### config.mk
export PLATFORM = sky130hd
export DESIGN_NAME = ld_format_unit
export DESIGN_NICKNAME = d
export VERILOG_FILES = /design/src/rtl/ldf_pkg.sv /design/src/rtl/ldf_extend.sv /design/src/rtl/ldf_expand.sv /design/src/rtl/ldf_align.sv /design/src/rtl/ld_format_unit.sv
export SDC_FILE = /design/constraint.sdc
export NUM_CORES = 1
export LEC_CHECK = 0
export ABC_AREA = 1
export BUFFER_PORTS_ARGS = -buffer_cell sky130_fd_sc_hd__buf_2
export CORE_ASPECT_RATIO = 1.25
export CORE_UTILIZATION = 50
export DETAILED_ROUTE_END_ITERATION = 6
export PLACE_DENSITY = 0.86
export SKIP_LAST_GASP = 1
export SYNTH_ARGS = -nofsm -noshare
export SYNTH_HDL_FRONTEND = slang
export SYNTH_SLANG_ARGS = --single-unit
### constraint.sdc
create_clock -name clk -period 3.62 [get_ports clk]
set_input_delay 0.362 -clock clk [delete_from_list [all_inputs] [get_ports clk]]
set_output_delay 0.362 -clock clk [all_outputs]
set_load 0.05 [all_outputs]
### src/rtl/ldf_pkg.sv
package ldf_pkg;

    typedef enum logic [3:0] {
        OP_LDB  = 4'd0,
        OP_LDH  = 4'd1,
        OP_LDW  = 4'd2,
        OP_LDD  = 4'd3,
        OP_EXP2 = 4'd4,
        OP_EXP4 = 4'd5,
        OP_ALH  = 4'd6,
        OP_ALB  = 4'd7
    } ldf_op_e;

    typedef struct packed {
        logic        valid;
        logic        err;
        logic        wide;
        logic [63:0] data;
    } ldf_stage_t;

endpackage

### src/rtl/ldf_extend.sv
module ldf_extend #(
    parameter int IN_W  = 8,
    parameter int OUT_W = 32
) (
    input  logic [IN_W-1:0]  din,
    input  logic             sgn,
    output logic [OUT_W-1:0] dout
);
    localparam int PAD_W = OUT_W - IN_W;

    logic fill;
    assign fill = sgn & din[IN_W-1];
    assign dout = {{PAD_W{fill}}, din};
endmodule

### src/rtl/ldf_expand.sv
module ldf_expand #(
    parameter int LANES  = 2,
    parameter int BYTE_W = 8,
    parameter int OUT_W  = 64
) (
    input  logic [LANES*BYTE_W-1:0] din,
    input  logic                    sgn,
    output logic [OUT_W-1:0]        dout
);
    localparam int LANE_W = 2 * BYTE_W;
    localparam int USED_W = LANES * LANE_W;

    logic [USED_W-1:0] lanes;

    for (genvar g = 0; g < LANES; g++) begin : g_lane
        ldf_extend #(.IN_W(BYTE_W), .OUT_W(LANE_W)) u_ext (
            .din  (din[g*BYTE_W +: BYTE_W]),
            .sgn  (sgn),
            .dout (lanes[g*LANE_W +: LANE_W])
        );
    end

    if (USED_W < OUT_W) begin : g_pad
        assign dout = {{(OUT_W-USED_W){1'b0}}, lanes};
    end else begin : g_full
        assign dout = lanes[OUT_W-1:0];
    end
endmodule

### src/rtl/ldf_align.sv
module ldf_align #(
    parameter int W     = 64,
    parameter int CHUNK = 16
) (
    input  logic [CHUNK-1:0] fresh,
    input  logic [W-1:0]     dst,
    output logic [W-1:0]     dout
);
    localparam int CAT_W = W + CHUNK;

    logic [CAT_W-1:0] joined;
    assign joined = {fresh, dst};
    assign dout   = W'(joined >> CHUNK);
endmodule

### src/rtl/ld_format_unit.sv
module ld_format_unit
    import ldf_pkg::*;
#(
    parameter int DATA_W = 64,
    parameter int BYTE_W = 8
) (
    input  logic              clk,
    input  logic              rst_n,
    input  logic              in_valid,
    input  logic [3:0]        in_op,
    input  logic              in_signed,
    input  logic [DATA_W-1:0] rd_data,
    input  logic [DATA_W-1:0] dst_pair,
    input  logic              pred_en,
    input  logic              pred_flag,
    input  logic              pred_inv,
    output logic              out_valid,
    output logic [DATA_W-1:0] out_data,
    output logic              out_wide,
    output logic              out_err
);
    localparam int WORD_W = DATA_W / 2;
    localparam int HALF_W = 2 * BYTE_W;

    logic [WORD_W-1:0] ext_b, ext_h;
    logic [DATA_W-1:0] exp2_v, exp4_v, alh_v, alb_v;

    ldf_extend #(.IN_W(BYTE_W), .OUT_W(WORD_W)) u_ext_b (
        .din(rd_data[BYTE_W-1:0]), .sgn(in_signed), .dout(ext_b));
    ldf_extend #(.IN_W(HALF_W), .OUT_W(WORD_W)) u_ext_h (
        .din(rd_data[HALF_W-1:0]), .sgn(in_signed), .dout(ext_h));

    ldf_expand #(.LANES(2), .BYTE_W(BYTE_W), .OUT_W(DATA_W)) u_exp2 (
        .din(rd_data[2*BYTE_W-1:0]), .sgn(in_signed), .dout(exp2_v));
    ldf_expand #(.LANES(4), .BYTE_W(BYTE_W), .OUT_W(DATA_W)) u_exp4 (
        .din(rd_data[4*BYTE_W-1:0]), .sgn(in_signed), .dout(exp4_v));

    ldf_align #(.W(DATA_W), .CHUNK(HALF_W)) u_alh (
        .fresh(rd_data[HALF_W-1:0]), .dst(dst_pair), .dout(alh_v));
    ldf_align #(.W(DATA_W), .CHUNK(BYTE_W)) u_alb (
        .fresh(rd_data[BYTE_W-1:0]), .dst(dst_pair), .dout(alb_v));

    ldf_stage_t st_d, st_q;
    logic              pred_ok;
    logic              known;
    logic              wide;
    logic [DATA_W-1:0] fmt;

    always_comb begin
        pred_ok = ~pred_en | (pred_flag ^ pred_inv);
        known   = 1'b1;
        wide    = 1'b0;
        fmt     = '0;
        case (in_op)
            OP_LDB:  fmt = {{WORD_W{1'b0}}, ext_b};
            OP_LDH:  fmt = {{WORD_W{1'b0}}, ext_h};
            OP_LDW:  fmt = {{WORD_W{1'b0}}, rd_data[WORD_W-1:0]};
            OP_LDD:  begin fmt = rd_data; wide = 1'b1; end
            OP_EXP2: fmt = exp2_v;
            OP_EXP4: begin fmt = exp4_v; wide = 1'b1; end
            OP_ALH:  begin fmt = alh_v;  wide = 1'b1; end
            OP_ALB:  begin fmt = alb_v;  wide = 1'b1; end
            default: known = 1'b0;
        endcase

        st_d       = st_q;
        st_d.valid = in_valid;
        st_d.err   = 1'b0;
        if (in_valid) begin
            if (!known) begin
                st_d.data = '0;
                st_d.wide = 1'b0;
                st_d.err  = 1'b1;
            end else begin
                st_d.data = pred_ok ? fmt : '0;
                st_d.wide = wide;
            end
        end
    end

    always_ff @(posedge clk) begin
        if (!rst_n) st_q <= '0;
        else        st_q <= st_d;
    end

    assign out_valid = st_q.valid;
    assign out_err   = st_q.err;
    assign out_wide  = st_q.wide;
    assign out_data  = st_q.data;
endmodule

# Word-level counts from Yosys, hierarchy flattened
# Index checks and enable logic that the tools add are counted.
# word_totals
ff_bits	67
input_bits	139
wordCells	28
# op_classes
n_eq_ne	7
mux	6
n_bitwise	7
n_reduce_logical	4
# ops
operator	n
$pmux 64 s8	1
$mux 65	1
$mux 64	1
$eq 4x3->1 const B	4
$eq 4x2->1 const B	2
$reduce_or 8->1	1
$and 1x1->1	4
$eq 4x1->1 const B	1
$logic_not 4->1	1
$reduce_or 4->1	1
$mux 1	3
$reduce_and 2->1	1
$not 1->1	1
$or 1x1->1	1
$xor 1x1->1	1

# Longest topological paths before layout
# logic_depth
word_depth	4
ltp_mapped	10
mapped_depth_nobuf	9

# Hierarchy
# Synthesis repeated with hierarchy kept, for this count alone.
# hier_totals
hier_cells	1459
hier_area_um2	8386.8
# modules_own_cells
module	n_inst	cells_each	area_each_um2	seq_area_each_um2
ld_format_unit	1	1122	5920.7	1341.3
ldf_align	2	64	480.5	0.0
ldf_extend at u_exp2.g_lane[0].u_ext ...	6	18	127.6	0.0
ldf_extend at u_ext_b ...	2	34	247.7	0.0
ldf_expand at u_exp2	1	33	244.0	0.0

# Worst setup path before layout
# No wires, ideal clock.
# synth_timing
kind	input to register
startpoint	in in_op[1]
endpoint	reg st_q (netlist bit out_data[47])
setup_ps	70
arrival_time_ps	1324
t_required_ps	3550
slack_ps	2225
cell_stages	8
path_buffers	2
cell_sequence	buf_4 > inv_2 > nor2_4 > clkbuf_1 > nand3_1 > nand4_1 > nand2_1 > a21oi_1
# synth_via
elab_chain_len	4
elab_cells_between_ends	13
classes_between	7 x eq/ne; 4 x mux; 2 x reduce/logical
# synth_lines
element	line	source
from (decl)	ld_format_unit.sv:10	input logic [3:0] in_op,
$eq 4x3->1 (tied with other cells)	ld_format_unit.sv:54	case (in_op)
$pmux 64 s8 or $reduce_or 8->1 (tied branches)	--	
$mux 64 or $mux 1 (tied branches)	ld_format_unit.sv:75, ld_format_unit.sv:54	
$mux 65 (*)	ld_format_unit.sv:70	if (!known) begin
to (signal assigned)	ld_format_unit.sv:83	else st_q <= st_d;
to (decl)	ld_format_unit.sv:43	ldf_stage_t st_d, st_q;
# Mark *: on every way between the ends. The rest lies on a longest branch, timed or not.
# A chain may end at the register's enable or synchronous reset.

# Final worst setup path
# layout_timing
startpoint	in in_op[1]
endpoint	reg st_q (netlist bit out_data[0])
# The elaborated chain is that of the path after synthesis.

==> metrics <==
power density of the placed cells=339 nW/um^2; Sink Count=67; Worst IR Drop VDD=0.211 mV; Mapped Cells=694; Final period util=55.4%; GP Congestion=0.942; Worst EP arrival=2.28 ns; critical path class=in2reg; placed cell count=944; drt drc=0; largest net degree at the start of global routing=67; Tot GR Track Use=34.2%; fin cells=960; die area=8610 sq um; via count=5,414; Core Region=7880 sq um; Worst Hold Path EP=out_valid; Syn Area/Cell=5.94 sq um; crit start category=primary input; RSZ-0062 raised after global routing=no; num rows=36; Worst-path clk slew=0.07 ns; Worst Hold Path Cells=3; global route overflow=0; Mapped Nets=833; Max H-tree Level=3; CTS Root Cell=clkbuf_8; initial antenna violation count=0; # setup viols final=0; WL/cell=15.6 um; Design Area, Final=5270 sq um; hold_ws=0.245 ns; hold crit path type=in2reg; register area share after synthesis=32.5%; ANT nets after route=0; Worst-Margin Slew=1.12 ns; TNS Setup=0 ns; max-cap violations=0; fraction of layout instances using a drive strength above 1=26.6%; post-layout min period=2.01 ns; reg2reg path depth=2; Leak Pwr=2.61 nW; IO Pins=206; first-pass GRT wire length=23,800 um; CP Max Fanout=24; end of the worst register-to-register path=out_data[47]; Vias/cell=5.64; Hold Path Origin=rst_n; Hold Fails Final Rpt=0; CP Data Required Time=3.89 ns; Die Width=83.2 um; Max-slew headroom=25.3%; Clock Latency Late Sink=0.35 ns; Die H=104 um; CP endpoint kind=flop; HPWL after DPL=10,900 um; CTS buffer count=9; number of detailed-route iterations in the first pass=7; fmax=499 MHz; number of DRC markers in iteration 0=492; I/O Buffers=197; Final Util=66.8%; Antenna Cells=0; area delta synth->final=27.7%; Starting Density=52.3%; final net count=999; post-CTS resize count=0; Ys Warns=0; status=finished clean; worst setup margin=1.61 ns; Post-CTS Hold Buffers=0; Worst R2R Start=out_data[47]; post-CTS setup buffers=0; Post-Syn Area=4120 sq um; #FFs+latches synth=67; CTS tree=built; Cell variety after synth=21; R2R setup slack=2.94 ns; post-place setup slack=1.26 ns; vias in the first global route=4,999; Total Power=1.78 mW; clk_skew=0 ns; drt total wl=15,000 um; CTS max path bufs=2; fin. max-slew vios=0; dpl cell area=5060 sq um
-- cells by family (layout without fill, tap and decap cells) --
kind of cell / after synthesis / count (layout) / synth area share, %
AOI/OAI and AO/OA: 88 / 88 / 10.8
buffers and inverters: 79 / 250 / 8.22
and+or+nand+nor: 459 / 459 / 48.2
DFF: 67 / 67 / 32.5
xor gates and xnor gates: 1 / 1 / 0.212
-- where the power goes --
part           switching [mW]  leakage [nW]  total [mW]  internal, mW
registers             0.00673         0.542       0.758         0.751
clock network           0.291         0.104       0.667         0.376
logic                   0.247          1.96       0.358         0.111
total                   0.545          2.61        1.78          1.24
-- cell usage in the layout, fill, tap and decap left out, drive strengths merged --
cell type / Yosys / final
clkbuf: 18 / 15
dfxtp: 67 / 67
clkinv: 1 / 1
nor2: 38 / 38
nand2: 260 / 260
buf: 31 / 204
bufinv: 0 / 1
inv: 29 / 29
nand3: 133 / 133
a21oi: 66 / 66
xor2: 1 / 1
o21ai: 21 / 21
o211ai: 1 / 1
nand3b: 2 / 2
nand4: 26 / 26
-- metal layers --
metal	up-vias	global-route usage (%)	part of all wire, %
met4	0	17.4	4.2
li1	2623	-	-
met5	-	0	0
met2	321	56.3	47
met3	54	6.29	9.4
met1	2416	42.4	39
-- synth_stat cells (all sizes together) --
library cell  number  share of area, %
o21ai             21               2.5
clkbuf            18               1.6
dfxtp             67                33
nand4             26               3.9
nand3            133                16
nor2              38               4.1
nand3b             2              0.36
xor2               1              0.21
nand2            260                24
buf               31               3.9
inv               29               2.6
a21oi             66               8.1
clkinv             1             0.091
o211ai             1              0.18
-- flip-flops by register name, summed over array words and instances, names as in the netlist --
signal,flops
out_wide,1
out_err,1
out_valid,1
out_data,64
-- area by class of cell --
cell class	instances	area, sq um
sequential	67	1340
inverter	30	113
clock buffer	15	176
clock inverter	1	30.0
tap	95	119
timing repair buffer	204	1040
multi-input combinational	548	2450
fill	740	2620
-- worst max path at each step --
stage / start / endpoint / slack (ns) / cells after the start
2_1_floorplan: in_op[1] / out_data[47] / 2.23 / 8
5_1_grt: in_op[1] / out_data[3] / 1.46 / 9
3_3_place_gp: in_op[1] / out_data[0] / 1.29 / 9
4_1_cts: in_op[1] / out_data[4] / 1.62 / 9
6_report: in_op[1] / out_data[0] / 1.61 / 9
3_5_place_dp: in_op[1] / out_data[4] / 1.26 / 9
-- worst max-delay path, stage by stage --
cell	delay (ns)
buf_2	0.31
inv_2	0.17
nor2_4	0.45
nand2_1	0.32
inv_1	0.25
nand2_1	0.12
nand3_1	0.09
nand2_1	0.05
a21oi_1	0.15
No activity file was read; power rests on OpenSTA's default activity.
